--- src/rtl/bt_pkg.sv ---
package bt_pkg;
  // Default geometry of the generator.
  localparam int BT_WORD_W  = 32;
  localparam int BT_CNT_W   = 12;  // reload counter width
  localparam int BT_PRE_W   = 4;   // prescaler divides by 2**BT_PRE_W
  localparam int BT_PRE_BIT = 0;   // prescaler select position
  localparam int BT_DIV_LSB = 1;   // reload field starts here
  localparam int BT_EN_BIT  = 16;  // enable position
endpackage

--- src/rtl/bt_ctrl_reg.sv ---
module bt_ctrl_reg
  import bt_pkg::*;
#(
  parameter int CNT_W  = BT_CNT_W,
  parameter int EN_BIT = BT_EN_BIT
) (
  input  logic                 clk,
  input  logic                 rst,
  input  logic                 wr_i,
  input  logic [BT_WORD_W-1:0] wdata_i,
  output logic                 en_o,
  output logic                 pre_o,
  output logic [CNT_W-1:0]     reload_o,
  output logic [BT_WORD_W-1:0] word_o
);
  localparam int DIV_MSB = BT_DIV_LSB + CNT_W - 1;

  logic             en_q;
  logic             pre_q;
  logic [CNT_W-1:0] reload_q;

  always_ff @(posedge clk) begin
    if (rst) begin
      en_q     <= 1'b0;
      pre_q    <= 1'b0;
      reload_q <= '0;
    end else if (wr_i) begin
      en_q     <= wdata_i[EN_BIT];
      pre_q    <= wdata_i[BT_PRE_BIT];
      reload_q <= wdata_i[DIV_MSB:BT_DIV_LSB];
    end
  end

  always_comb begin
    word_o                       = '0;
    word_o[BT_PRE_BIT]           = pre_q;
    word_o[DIV_MSB:BT_DIV_LSB]   = reload_q;
    word_o[EN_BIT]               = en_q;
  end

  assign en_o     = en_q;
  assign pre_o    = pre_q;
  assign reload_o = reload_q;

  // a write lands in the stored word on the next edge
  assert_write_lands_R2: assert property (@(posedge clk) disable iff (rst)
    wr_i |=> (en_q == $past(wdata_i[EN_BIT])) && (reload_q == $past(wdata_i[DIV_MSB:BT_DIV_LSB])));
endmodule

--- src/rtl/bt_prescaler.sv ---
module bt_prescaler
  import bt_pkg::*;
#(
  parameter int PRE_W = BT_PRE_W
) (
  input  logic clk,
  input  logic rst,
  input  logic restart_i,
  input  logic en_i,
  input  logic pre_sel_i,
  output logic step_o
);
  logic [PRE_W-1:0] pre_cnt_q;

  always_ff @(posedge clk) begin
    if (rst || restart_i || !en_i || !pre_sel_i) begin
      pre_cnt_q <= '0;
    end else begin
      pre_cnt_q <= pre_cnt_q + 1'b1;
    end
  end

  // One step per input cycle, or one per full prescaler wrap.
  assign step_o = en_i && (!pre_sel_i || (pre_cnt_q == {PRE_W{1'b1}}));

  // the prescaler holds at zero while bypassed
  assert_pre_idle_R6: assert property (@(posedge clk) disable iff (rst)
    !pre_sel_i |=> (pre_cnt_q == '0));
  // a write clears any partial prescale count
  assert_pre_restart_R7: assert property (@(posedge clk) disable iff (rst)
    restart_i |=> (pre_cnt_q == '0));
  // no step reaches the counter while disabled
  assert_step_needs_en_R3: assert property (@(posedge clk) disable iff (rst)
    step_o |-> en_i);
endmodule

--- src/rtl/bt_reload_counter.sv ---
module bt_reload_counter
  import bt_pkg::*;
#(
  parameter int CNT_W = BT_CNT_W
) (
  input  logic             clk,
  input  logic             rst,
  input  logic             restart_i,
  input  logic [CNT_W-1:0] restart_val_i,
  input  logic [CNT_W-1:0] reload_i,
  input  logic             step_i,
  output logic             fire_o
);
  logic [CNT_W-1:0] cnt_q;
  logic             at_zero;

  assign at_zero = (cnt_q == '0);

  always_ff @(posedge clk) begin
    if (rst) begin
      cnt_q <= '0;
    end else if (restart_i) begin
      cnt_q <= restart_val_i;
    end else if (step_i) begin
      cnt_q <= at_zero ? reload_i : cnt_q - 1'b1;
    end
  end

  assign fire_o = step_i && at_zero && !restart_i;

  // the count never leaves the programmed range
  assert_cnt_in_range_R4: assert property (@(posedge clk) disable iff (rst)
    cnt_q <= reload_i);
  // the counter starts over from the written value
  assert_cnt_restart_R7: assert property (@(posedge clk) disable iff (rst)
    restart_i |=> (cnt_q == $past(restart_val_i)));
endmodule

--- src/rtl/bt_out_stage.sv ---
module bt_out_stage (
  input  logic clk,
  input  logic rst,
  input  logic restart_i,
  input  logic en_i,
  input  logic fire_i,
  output logic tick_o,
  output logic wave_o
);
  logic tick_q;
  logic wave_q;

  always_ff @(posedge clk) begin
    if (rst) begin
      tick_q <= 1'b0;
      wave_q <= 1'b0;
    end else begin
      tick_q <= fire_i;
      if (restart_i || !en_i) begin
        wave_q <= 1'b0;
      end else if (fire_i) begin
        wave_q <= !wave_q;
      end
    end
  end

  assign tick_o = tick_q;
  assign wave_o = wave_q;

  // the square wave only rises together with a tick
  assert_wave_rise_R8: assert property (@(posedge clk) disable iff (rst)
    $rose(wave_q) |-> tick_q);
  // the cycle after a write carries no tick and a low wave
  assert_quiet_after_write_R7: assert property (@(posedge clk) disable iff (rst)
    restart_i |=> (!tick_q && !wave_q));
endmodule

--- src/rtl/baud_tick_gen.sv ---
module baud_tick_gen
  import bt_pkg::*;
#(
  parameter int CNT_W  = BT_CNT_W,
  parameter int PRE_W  = BT_PRE_W,
  parameter int EN_BIT = BT_EN_BIT
) (
  input  logic        clk,
  input  logic        rst,
  input  logic        cfg_wr,
  input  logic [31:0] cfg_wdata,
  output logic [31:0] cfg_rdata,
  output logic        tick_o,
  output logic        wave_o
);
  localparam int DIV_MSB = BT_DIV_LSB + CNT_W - 1;

  logic             en;
  logic             pre_sel;
  logic [CNT_W-1:0] reload;
  logic             step;
  logic             fire;

  bt_ctrl_reg #(.CNT_W(CNT_W), .EN_BIT(EN_BIT)) u_ctrl (
    .clk      (clk),
    .rst      (rst),
    .wr_i     (cfg_wr),
    .wdata_i  (cfg_wdata),
    .en_o     (en),
    .pre_o    (pre_sel),
    .reload_o (reload),
    .word_o   (cfg_rdata)
  );

  bt_prescaler #(.PRE_W(PRE_W)) u_pre (
    .clk       (clk),
    .rst       (rst),
    .restart_i (cfg_wr),
    .en_i      (en),
    .pre_sel_i (pre_sel),
    .step_o    (step)
  );

  bt_reload_counter #(.CNT_W(CNT_W)) u_cnt (
    .clk           (clk),
    .rst           (rst),
    .restart_i     (cfg_wr),
    .restart_val_i (cfg_wdata[DIV_MSB:BT_DIV_LSB]),
    .reload_i      (reload),
    .step_i        (step),
    .fire_o        (fire)
  );

  bt_out_stage u_out (
    .clk       (clk),
    .rst       (rst),
    .restart_i (cfg_wr),
    .en_i      (en),
    .fire_i    (fire),
    .tick_o    (tick_o),
    .wave_o    (wave_o)
  );

  // a disabled generator issues no tick on the following edge
  assert_silent_when_off_R3: assert property (@(posedge clk) disable iff (rst)
    !en |=> !tick_o);
endmodule

--- config.mk ---
export PLATFORM = sky130hd
export DESIGN_NAME = baud_tick_gen
export DESIGN_NICKNAME = d
export VERILOG_FILES = /design/src/rtl/bt_pkg.sv /design/src/rtl/bt_ctrl_reg.sv /design/src/rtl/bt_prescaler.sv /design/src/rtl/bt_reload_counter.sv /design/src/rtl/bt_out_stage.sv /design/src/rtl/baud_tick_gen.sv
export SDC_FILE = /design/constraint.sdc
export NUM_CORES = 1
export LEC_CHECK = 0
export ABC_AREA = 1
export ABC_CLOCK_PERIOD_IN_PS = 4600
export BUFFER_PORTS_ARGS = -buffer_cell sky130_fd_sc_hd__buf_2
export CAP_MARGIN = 40
export CORE_ASPECT_RATIO = 1.2
export CORE_MARGIN = 1
export CORE_UTILIZATION = 54
export DETAILED_ROUTE_END_ITERATION = 8
export GPL_ROUTABILITY_DRIVEN = 0
export GPL_TIMING_DRIVEN = 0
export PLACE_DENSITY = 0.91
export SLEW_MARGIN = 20
export SYNTH_ARGS = -nofsm -noshare
export SYNTH_HDL_FRONTEND = slang
export SYNTH_HIERARCHICAL = 1
export SYNTH_SLANG_ARGS = --single-unit
--- constraint.sdc ---
create_clock -name clk -period 4.6 [get_ports clk]
set_clock_uncertainty 0.15 [all_clocks]
set_input_delay 0.92 -clock clk [delete_from_list [all_inputs] [get_ports clk]]
set_output_delay 0.92 -clock clk [all_outputs]
set_load 0.02 [all_outputs]
==> flow_metrics.env, run 1 <==
export IMPL_outcome="finished clean"
export IMPL_maxCapViolations=0
export IMPL_path_class="in2reg"
export IMPL_layout_commonest_cell="nand2_1"
export IMPL_rsz0062_at_grt="false"
export IMPL_crit_chain="buf_2, clkbuf_1, clkbuf_1, nor3_1, inv_2, nand2_1, nand2_1, nor2_2"
export IMPL_critPathRequiredTime_ns=4.64
export IMPL_cts_clk_slew_worst_paths_ns=0.07
export IMPL_finalCritPeriodShare=0.4567
export IMPL_cts_tree="done"
export IMPL_max_freq_mhz=476.0
export IMPL_netlist_instances=313
export IMPL_setup_viol=0
export IMPL_ys_ff_latch=32
export IMPL_cts_setup_buffers=0
export IMPL_slew_violations=0
export IMPL_end_kind="flip-flop"
export IMPL_cts_resized=0
export IMPL_dr_pass1_iters=4
export IMPL_grtUsageTotal=0.2354
export IMPL_cts_made_buffers=5
export IMPL_drt_iter0_drc=93
export IMPL_finalHoldViolCount=0
export IMPL_worstHoldPathType="reg2reg"
export IMPL_fin_nets=407
export IMPL_grt_antenna_before_repair=0
export IMPL_insertion_delay_ns=0.29
export IMPL_synth_area_um2=2047
export IMPL_fin_crit_ns=2.101
export IMPL_clk_path_buf_depth=2
export IMPL_die_w_um=58.21
export IMPL_die_area_um2=4042
export IMPL_fin_util=0.6677
export IMPL_tightest_slew_ns=0.5650
export IMPL_grt_pass1_vias=1762
export IMPL_n_antenna_cell=0
export IMPL_clock_tree_root_cell="clkbuf_8"
export IMPL_yosysWarningCount=6
export IMPL_rows=24
export IMPL_core_area_um2=3633
export IMPL_initial_core_util=0.5634
export IMPL_drive_gt1_frac=0.2405
export IMPL_slew_headroom=0.6233
export IMPL_leakagePower_nw=1.330
export IMPL_ant_nets=0
export IMPL_route_detailed_wl_per_inst_um=10.44
export IMPL_drc_errors=0
export IMPL_io_buffers=32
export IMPL_fin_tns_setup_ns=0
export IMPL_startpoint_type="primary input"
export IMPL_yosysSeqAreaShare=0.3130
export IMPL_cts_sinks=32
export IMPL_area_delta_synth_final_pct=18.52
export IMPL_power_density_nw_per_um2=302.3
export IMPL_critPathSlowestCell="clkbuf_1"
export IMPL_critPathMaxStageDelay_ns=0.42
export IMPL_cp_arrival_ns=2.14
export IMPL_final_cell_mix="74 x nand2_1, 49 x nor2_1, 43 x inv_1, 34 x buf_4, 33 x buf_2"
export IMPL_hold_buffers=0
export IMPL_avgSynthCellArea_um2=6.540
export IMPL_dp_hpwl_mm=3.217
export IMPL_nFillCells=344
export IMPL_routed_via_density=4.664
export IMPL_overflow=0
export IMPL_ios=69
export IMPL_peakVddDrop_uv=248.7
export IMPL_routed_wl_mm=4.405
export IMPL_worstPathMaxFanout=10
export IMPL_routed_via_count=1968
export IMPL_synth_distinct_cells=28
export IMPL_h_tree_depth=2
export IMPL_dieHeight_um=69.45
export IMPL_grt_pass1_wl_mm=7.355
export IMPL_grt_max_degree=11
==> cells in the mapped netlist (all sizes together) <==
library cell	count	area [µm²]
o211ai	4	30.03
xor2	2	17.52
o21ai	4	20.02
nor2	54	225.2
nor3	1	5.000
nand3	21	110.1
xnor2	2	17.52
nand2	76	290.3
ha	3	37.54
a31oi	2	12.51
conb	1	3.750
buf	39	305.3
a21oi	12	63.81
inv	45	168.9
a21boi	2	15.01
a22oi	8	60.06
or2	2	12.52
clkbuf	3	11.26
dfxtp	32	640.6
==> sequential cells by signal (all words and copies together), names as in the netlist <==
signal	flops
u_out/tick_o	1
u_cnt/cnt_q	12
u_ctrl/en_o	1
u_out/wave_o	1
u_ctrl/reload_o	12
u_ctrl/pre_o	1
u_pre/pre_cnt_q	4
==> power breakdown <==
part           switching (W)  internal, W
clock               0.000101     0.000122
sequential         0.0000154     0.000294
combinational       0.000120    0.0000809
==> worst max-delay path, delay by kind of cell <==
family                 cells  cell delay [ns]
and+or+nand+nor            4             0.32
buffers and inverters      4             0.90
==> cell families (layout without fill, tap and decap cells) <==
| kind of cell | count (synthesis) | count (layout) | share of synthesized area |
|---|---|---|---|
| buffers and inverters | 87 | 127 | 0.2372 |
| XOR/XNOR | 4 | 4 | 0.01712 |
| adder cells (fa/ha/maj) | 3 | 3 | 0.01834 |
| AND/OR/NAND/NOR | 154 | 154 | 0.3142 |
| other | 1 | 18 | 0.001832 |
| AO/OA/AOI/OAI | 32 | 32 | 0.09841 |
| flip-flops | 32 | 32 | 0.3130 |
==> metal layers <==
metal / vias up / wire (µm) / global-route usage / part of all wire
met3: 9 / 277 / 0.05970 / 0.063
met4: 0 / 93 / 0.1032 / 0.021
met1: 868 / 1824 / 0.2635 / 0.41
met2: 71 / 2210 / 0.4100 / 0.50
li1: 1020 / - / - / -
met5: - / 0 / 0 / 0
==> stage by stage <==
| step | instances | hold slack (ns) | area (µm²) | total power, W | setup slack (ns) |
|---|---|---|---|---|---|
| detailed placement | 414 | 0.2849 | 2336 | 0.0005125 | 2.202 |
| CTS | 422 | 0.2938 | 2426 | 0.0007356 | 2.507 |
| finish | 422 | 0.2909 | 2426 | 0.0007333 | 2.499 |
| global placement | 414 | 0.2788 | 2336 | 0.0005065 | 2.195 |
| floorplan | 330 | 0.2666 | 2111 | 0.0004688 | 2.602 |
| global route | 422 | 0.3065 | 2426 | 0.0007745 | 2.413 |
==> path summary, 6_finish.rpt <==
check | from | end | slack [ns] | depth (start not counted)
setup / recovery | cfg_wr | u_out/wave_o | 2.50 | 8
hold / removal | u_pre/pre_cnt_q[0] | u_pre/pre_cnt_q[0] | 0.29 | 1
setup reg to reg | u_pre/pre_cnt_q[0] | u_cnt/cnt_q[9] | 2.64 | 9
hold reg to reg | u_pre/pre_cnt_q[0] | u_pre/pre_cnt_q[0] | 0.29 | 1
==> layout make-up <==
| cell class | instances | area, µm² | share of cell area |
|---|---|---|---|
| multi-input cells | 211 | 984.7 | 0.4059 |
| plain buffers | 42 | 316.6 | 0.1305 |
| flip-flops and latches | 32 | 640.6 | 0.2641 |
| clock buffers | 8 | 90.09 | 0.03713 |
| inverters | 45 | 168.9 | 0.06962 |
| repair buffers | 32 | 160.2 | 0.06601 |
| well taps | 52 | 65.06 | 0.02682 |
Note: power is estimated with default switching activity, not from simulation.
==> inputs of run 2 (changes only) <==
ABC_CLOCK_PERIOD_IN_PS = 1950   (was 4600)
CORE_UTILIZATION = 50   (was 54)
PLACE_DENSITY = 0.85   (was 0.91)
clock period = 1.95 ns   (was 4.6 ns; I/O delays follow)
==> flow_metrics.env, run 2 (synthesis results as in run 1) <==
export IMPL_outcome="finished clean"
export IMPL_dr_pass1_iters=4
export IMPL_grt_max_degree=12
export IMPL_clk_path_buf_depth=2
export IMPL_p_int_w=0.001267
export IMPL_drive_gt1_frac=0.2527
export IMPL_tightest_slew_ns=0.6033
export IMPL_setup_viol=0
export IMPL_insertion_delay_ns=0.29
export IMPL_end_kind="flip-flop"
export IMPL_grtUsageTotal=0.2127
export IMPL_cts_clk_slew_worst_paths_ns=0.07
export IMPL_clkPwrFrac=0.345
export IMPL_startpoint_type="flip-flop"
export IMPL_total_power_w=0.001840
export IMPL_n_antenna_cell=0
export IMPL_ant_nets=0
export IMPL_h_tree_depth=2
export IMPL_layout_commonest_cell="nand2_1"
export IMPL_finalCritPeriodShare=0.9276
export IMPL_peakVddDrop_uv=576.8
export IMPL_worstPathMaxFanout=10
export IMPL_crit_chain="ha_1, nand3_1, a21boi_1, nor2_1, buf_2, a22oi_1, a21oi_2"
export IMPL_fin_crit_ns=1.809
export IMPL_critPathMaxStageDelay_ns=0.33
export IMPL_cp_arrival_ns=1.87
export IMPL_dieHeight_um=72.09
export IMPL_max_freq_mhz=552.9
export IMPL_seq_power_share=0.396
export IMPL_overflow=0
export IMPL_grt_antenna_before_repair=0
export IMPL_finalHoldViolCount=0
export IMPL_dp_hpwl_mm=3.113
export IMPL_nFillCells=386
export IMPL_routed_wl_mm=4.295
export IMPL_routed_via_density=4.545
export IMPL_p_sw_w=0.0005725
export IMPL_cts_made_buffers=5
export IMPL_slew_headroom=0.5978
export IMPL_leakagePower_nw=1.359
export IMPL_worstHoldPathType="in2reg"
export IMPL_drt_iter0_drc=66
export IMPL_power_density_nw_per_um2=737.7
export IMPL_cts_sinks=32
export IMPL_route_detailed_wl_per_inst_um=10.08
export IMPL_initial_core_util=0.5194
export IMPL_cts_tree="done"
export IMPL_area_delta_synth_final_pct=21.82
export IMPL_maxCapViolations=0
export IMPL_grt_pass1_wl_mm=7.010
export IMPL_post_place_ws_ns=0.03482
export IMPL_fin_nets=409
export IMPL_ios=69
export IMPL_die_area_um2=4355
export IMPL_core_area_um2=3941
export IMPL_critPathRequiredTime_ns=2.02
export IMPL_grt_pass1_vias=1682
export IMPL_fin_tns_setup_ns=0
export IMPL_final_cell_mix="74 x nand2_1, 49 x nor2_1, 43 x inv_1, 35 x buf_4, 33 x buf_2"
export IMPL_critPathSlowestCell="dfxtp_1"
export IMPL_p_comb_frac=0.259
export IMPL_path_class="reg2reg"
export IMPL_io_buffers=32
export IMPL_layout_setup_ws_ns=0.1412
export IMPL_die_w_um=60.41
export IMPL_swShare=0.3112
export IMPL_slew_violations=0
export IMPL_routed_via_count=1936
export IMPL_clock_tree_root_cell="clkbuf_8"
export IMPL_drc_errors=0
export IMPL_rows=25
## run 2: cell count changes in the layout (fill, tap and decap cells not counted), sizes merged
cell,before,now
clkbuf,11,8
clkinv,0,1
bufinv,0,1
buf,71,73
clkinvlp,0,1
## run 2: critical path: cells and delay by family, from the launching register on
| kind | cells | cell delay (ns) |
|---|---|---|
| simple gates | 2 | 0.37 |
| compound gates | 3 | 0.36 |
| flops | 1 | 0.33 |
| buf+inv | 1 | 0.30 |
| fa+ha+maj | 1 | 0.22 |
## run 2: power by group through the flow
stage / Combinational, W / Clock [W] / Sequential (W)
5_1_grt: 0.000535 / 0.000677 / 0.000735
4_1_cts: 0.000464 / 0.000653 / 0.000728
3_3_place_gp: 0.000455 / 0 / 0.000742
2_1_floorplan: 0.000371 / 0 / 0.000735
6_report: 0.000476 / 0.000635 / 0.000729
3_5_place_dp: 0.000461 / 0 / 0.000743
## run 2: stage by stage
| step | hold slack [ns] | util | instance area, µm² | instances |
|---|---|---|---|---|
| 4_1_cts | 0.2078 | 0.6216 | 2450 | 424 |
| 3_3_place_gp | 0.2770 | 0.5933 | 2338 | 416 |
| 5_1_grt | 0.2213 | 0.6327 | 2494 | 426 |
| 3_5_place_dp | 0.2895 | 0.5933 | 2338 | 416 |
| 6_report | 0.2209 | 0.6327 | 2494 | 426 |
| 2_1_floorplan | 0.2666 | - | 2111 | 330 |
## run 2: layer usage
| layer | GRT usage | wire (µm) | part of all wire | up-vias |
|---|---|---|---|---|
| li1 | - | - | - | 1026 |
| met1 | 0.2520 | 1882 | 0.44 | 855 |
| met2 | 0.3565 | 2109 | 0.49 | 47 |
| met3 | 0.05348 | 212 | 0.049 | 8 |
| met4 | 0.09343 | 91 | 0.021 | 0 |
| met5 | 0 | 0 | 0 | - |
## run 2: area by class of cell
class / instances / area [µm²] / area share
Sequential cell: 32 / 640.6 / 0.2569
Buffer: 42 / 316.6 / 0.1269
Clock buffer: 5 / 68.82 / 0.02760
Tap cell: 54 / 67.56 / 0.02709
Timing Repair Buffer: 34 / 187.7 / 0.07526
Multi-Input combinational cell: 211 / 1001 / 0.4014
Clock inverter: 3 / 42.54 / 0.01706
Inverter: 45 / 168.9 / 0.06774
## run 2: timing repair
action | in CTS | in global routing
buffers inserted | 0 | 2
setup endpoints to repair | 0 | 12
hold buffers | 0 | 0
gates resized for setup | 0 | 3
## run 2: path summary, 6_finish.rpt
kind | start | end | slack [ns] | depth (start not counted)
setup reg to reg | u_pre/pre_cnt_q[0] | u_cnt/cnt_q[5] | 0.14 | 7
hold reg to reg | u_pre/pre_cnt_q[0] | u_pre/pre_cnt_q[0] | 0.30 | 1
setup / recovery | u_pre/pre_cnt_q[0] | u_cnt/cnt_q[5] | 0.14 | 7
hold / removal | rst | u_out/tick_o | 0.22 | 2
==> inputs of run 3 (changes only) <==
RECOVER_POWER = 25   (was not set)
==> flow_metrics.env, run 3 (synthesis results as in run 1) <==
export IMPL_outcome="finished clean"
export IMPL_ios=69
export IMPL_min_from="rst"
export IMPL_tightest_slew_ns=0.6031
export IMPL_setup_viol=0
export IMPL_critPathSlowestCell="dfxtp_1"
export IMPL_finalCritPeriodShare=0.9341
export IMPL_r2r_slack_ns=0.13
export IMPL_die_w_um=60.41
export IMPL_cts_clk_slew_worst_paths_ns=0.07
export IMPL_path_buf_inv=1
export IMPL_path_class="reg2reg"
export IMPL_maxCapViolations=0
export IMPL_crit_chain="ha_1, nand3_1, a21boi_1, nor2_1, buf_2, a22oi_1, a21oi_2"
export IMPL_routed_via_density=4.570
export IMPL_initial_core_util=0.5194
export IMPL_reg2reg_depth=7
export IMPL_final_cells=426
export IMPL_fin_hold_ws_ns=0.2216
export IMPL_fin_crit_ns=1.822
export IMPL_leakagePower_nw=1.341
export IMPL_grt_antenna_before_repair=0
export IMPL_worstHoldPathType="in2reg"
export IMPL_h_tree_depth=2
export IMPL_grt_max_degree=12
export IMPL_min_to="u_out/tick_o"
export IMPL_clk_path_buf_depth=2
export IMPL_insertion_delay_ns=0.29
export IMPL_fin_nets=409
export IMPL_io_buffers=32
export IMPL_route_detailed_wl_per_inst_um=10.11
export IMPL_slew_violations=0
export IMPL_rows=25
export IMPL_routed_wl_mm=4.307
export IMPL_cp_arrival_ns=1.89
export IMPL_finalHoldViolCount=0
export IMPL_cts_made_buffers=5
export IMPL_nFillCells=391
export IMPL_critPathMaxStageDelay_ns=0.33
export IMPL_dieHeight_um=72.09
export IMPL_dp_hpwl_mm=3.113
export IMPL_n_antenna_cell=0
export IMPL_grtUsageTotal=0.2127
export IMPL_fin_util=0.6267
export IMPL_power_density_nw_per_um2=742.8
export IMPL_timing_rr_end="u_cnt/cnt_q[5]"
export IMPL_post_dp_cell_area_um2=2338
export IMPL_cts_tree="done"
export IMPL_grt_pass1_vias=1682
export IMPL_overflow=0
export IMPL_clock_tree_root_cell="clkbuf_8"
export IMPL_critPathRequiredTime_ns=2.02
export IMPL_core_area_um2=3941
export IMPL_reg2reg_from="u_pre/pre_cnt_q[0]"
export IMPL_drc_errors=0
export IMPL_grt_pass1_wl_mm=7.010
export IMPL_startpoint_type="flip-flop"
export IMPL_dr_pass1_iters=4
export IMPL_fin_area_um2=2470
export IMPL_max_freq_mhz=549.0
export IMPL_cts_sinks=32
export IMPL_drive_gt1_frac=0.2419
export IMPL_worstPathMaxFanout=10
export IMPL_final_cell_mix="74 x nand2_1, 49 x nor2_1, 43 x inv_1, 35 x buf_4"
export IMPL_hold_depth=2
export IMPL_layout_commonest_cell="nand2_1"
export IMPL_die_area_um2=4355
export IMPL_placed_cells=416
export IMPL_critPathTopFamily="simple AND/OR/NAND/NOR gates"
export IMPL_area_delta_synth_final_pct=20.66
export IMPL_ant_nets=0
export IMPL_end_kind="flip-flop"
export IMPL_peakVddDrop_uv=576.4
export IMPL_drt_iter0_drc=61
export IMPL_routed_via_count=1947
export IMPL_slew_headroom=0.5979
run 3: cell count changes in the layout (fill, tap and decap cells not counted), sizes merged:
cell    delta
clkbuf     +4
buf        -4
run 3: how the worst max path moves through the flow:
stage / from / end / slack, ns / cells after the start
6_report: u_pre/pre_cnt_q[0] / u_cnt/cnt_q[5] / 0.13 / 7
5_1_grt: u_pre/pre_cnt_q[0] / u_cnt/cnt_q[11] / -0.02 / 9
4_1_cts: u_pre/pre_cnt_q[0] / u_cnt/cnt_q[8] / 0.01 / 9
3_5_place_dp: u_pre/pre_cnt_q[0] / u_cnt/cnt_q[9] / 0.03 / 9
3_3_place_gp: u_pre/pre_cnt_q[0] / u_cnt/cnt_q[8] / 0.06 / 9
2_1_floorplan: u_cnt/cnt_q[0] / u_out/wave_o / 0.26 / 12
run 3: per-stage QoR:
| step | setup TNS (ns) | power (W) | setup WS, ns |
|---|---|---|---|
| floorplan | 0 | 0.001106 | 0.2593 |
| global placement | 0 | 0.001197 | 0.06487 |
| detailed placement | 0 | 0.001204 | 0.03482 |
| CTS | 0 | 0.001846 | 0.009914 |
| global route | -0.01762 | 0.001941 | -0.01762 |
| finish | 0 | 0.001835 | 0.1284 |
run 3: area by class of cell:
type	count	area, µm²	share of cell area
repair buffers	34	186.4	0.07548
clock inverters	3	42.54	0.01722
flip-flops and latches	32	640.6	0.2594
well taps	54	67.56	0.02736
plain buffers	42	294.0	0.1190
inverters	45	168.9	0.06839
multi-input cells	211	1001	0.4053
clock buffers	5	68.82	0.02786
run 3: routing by layer:
metal	GRT usage	wire length, µm	vias up
met5	0	0	-
met4	0.09343	88	0
li1	-	-	1026
met2	0.3565	2117	63
met3	0.05348	268	8
met1	0.2520	1832	850
run 3: what timing repair did:
action,4_1_cts,5_1_grt
endpoints found under the setup margin,0,12
setup buffers,0,2
hold buffers,0,0
gates resized for setup,0,3
run 3: power breakdown:
group | internal (W) | switching (W)
clock | 0.000378 | 0.000258
combinational | 0.000191 | 0.000279
sequential | 0.000693 | 0.0000354
total | 0.00126 | 0.000573
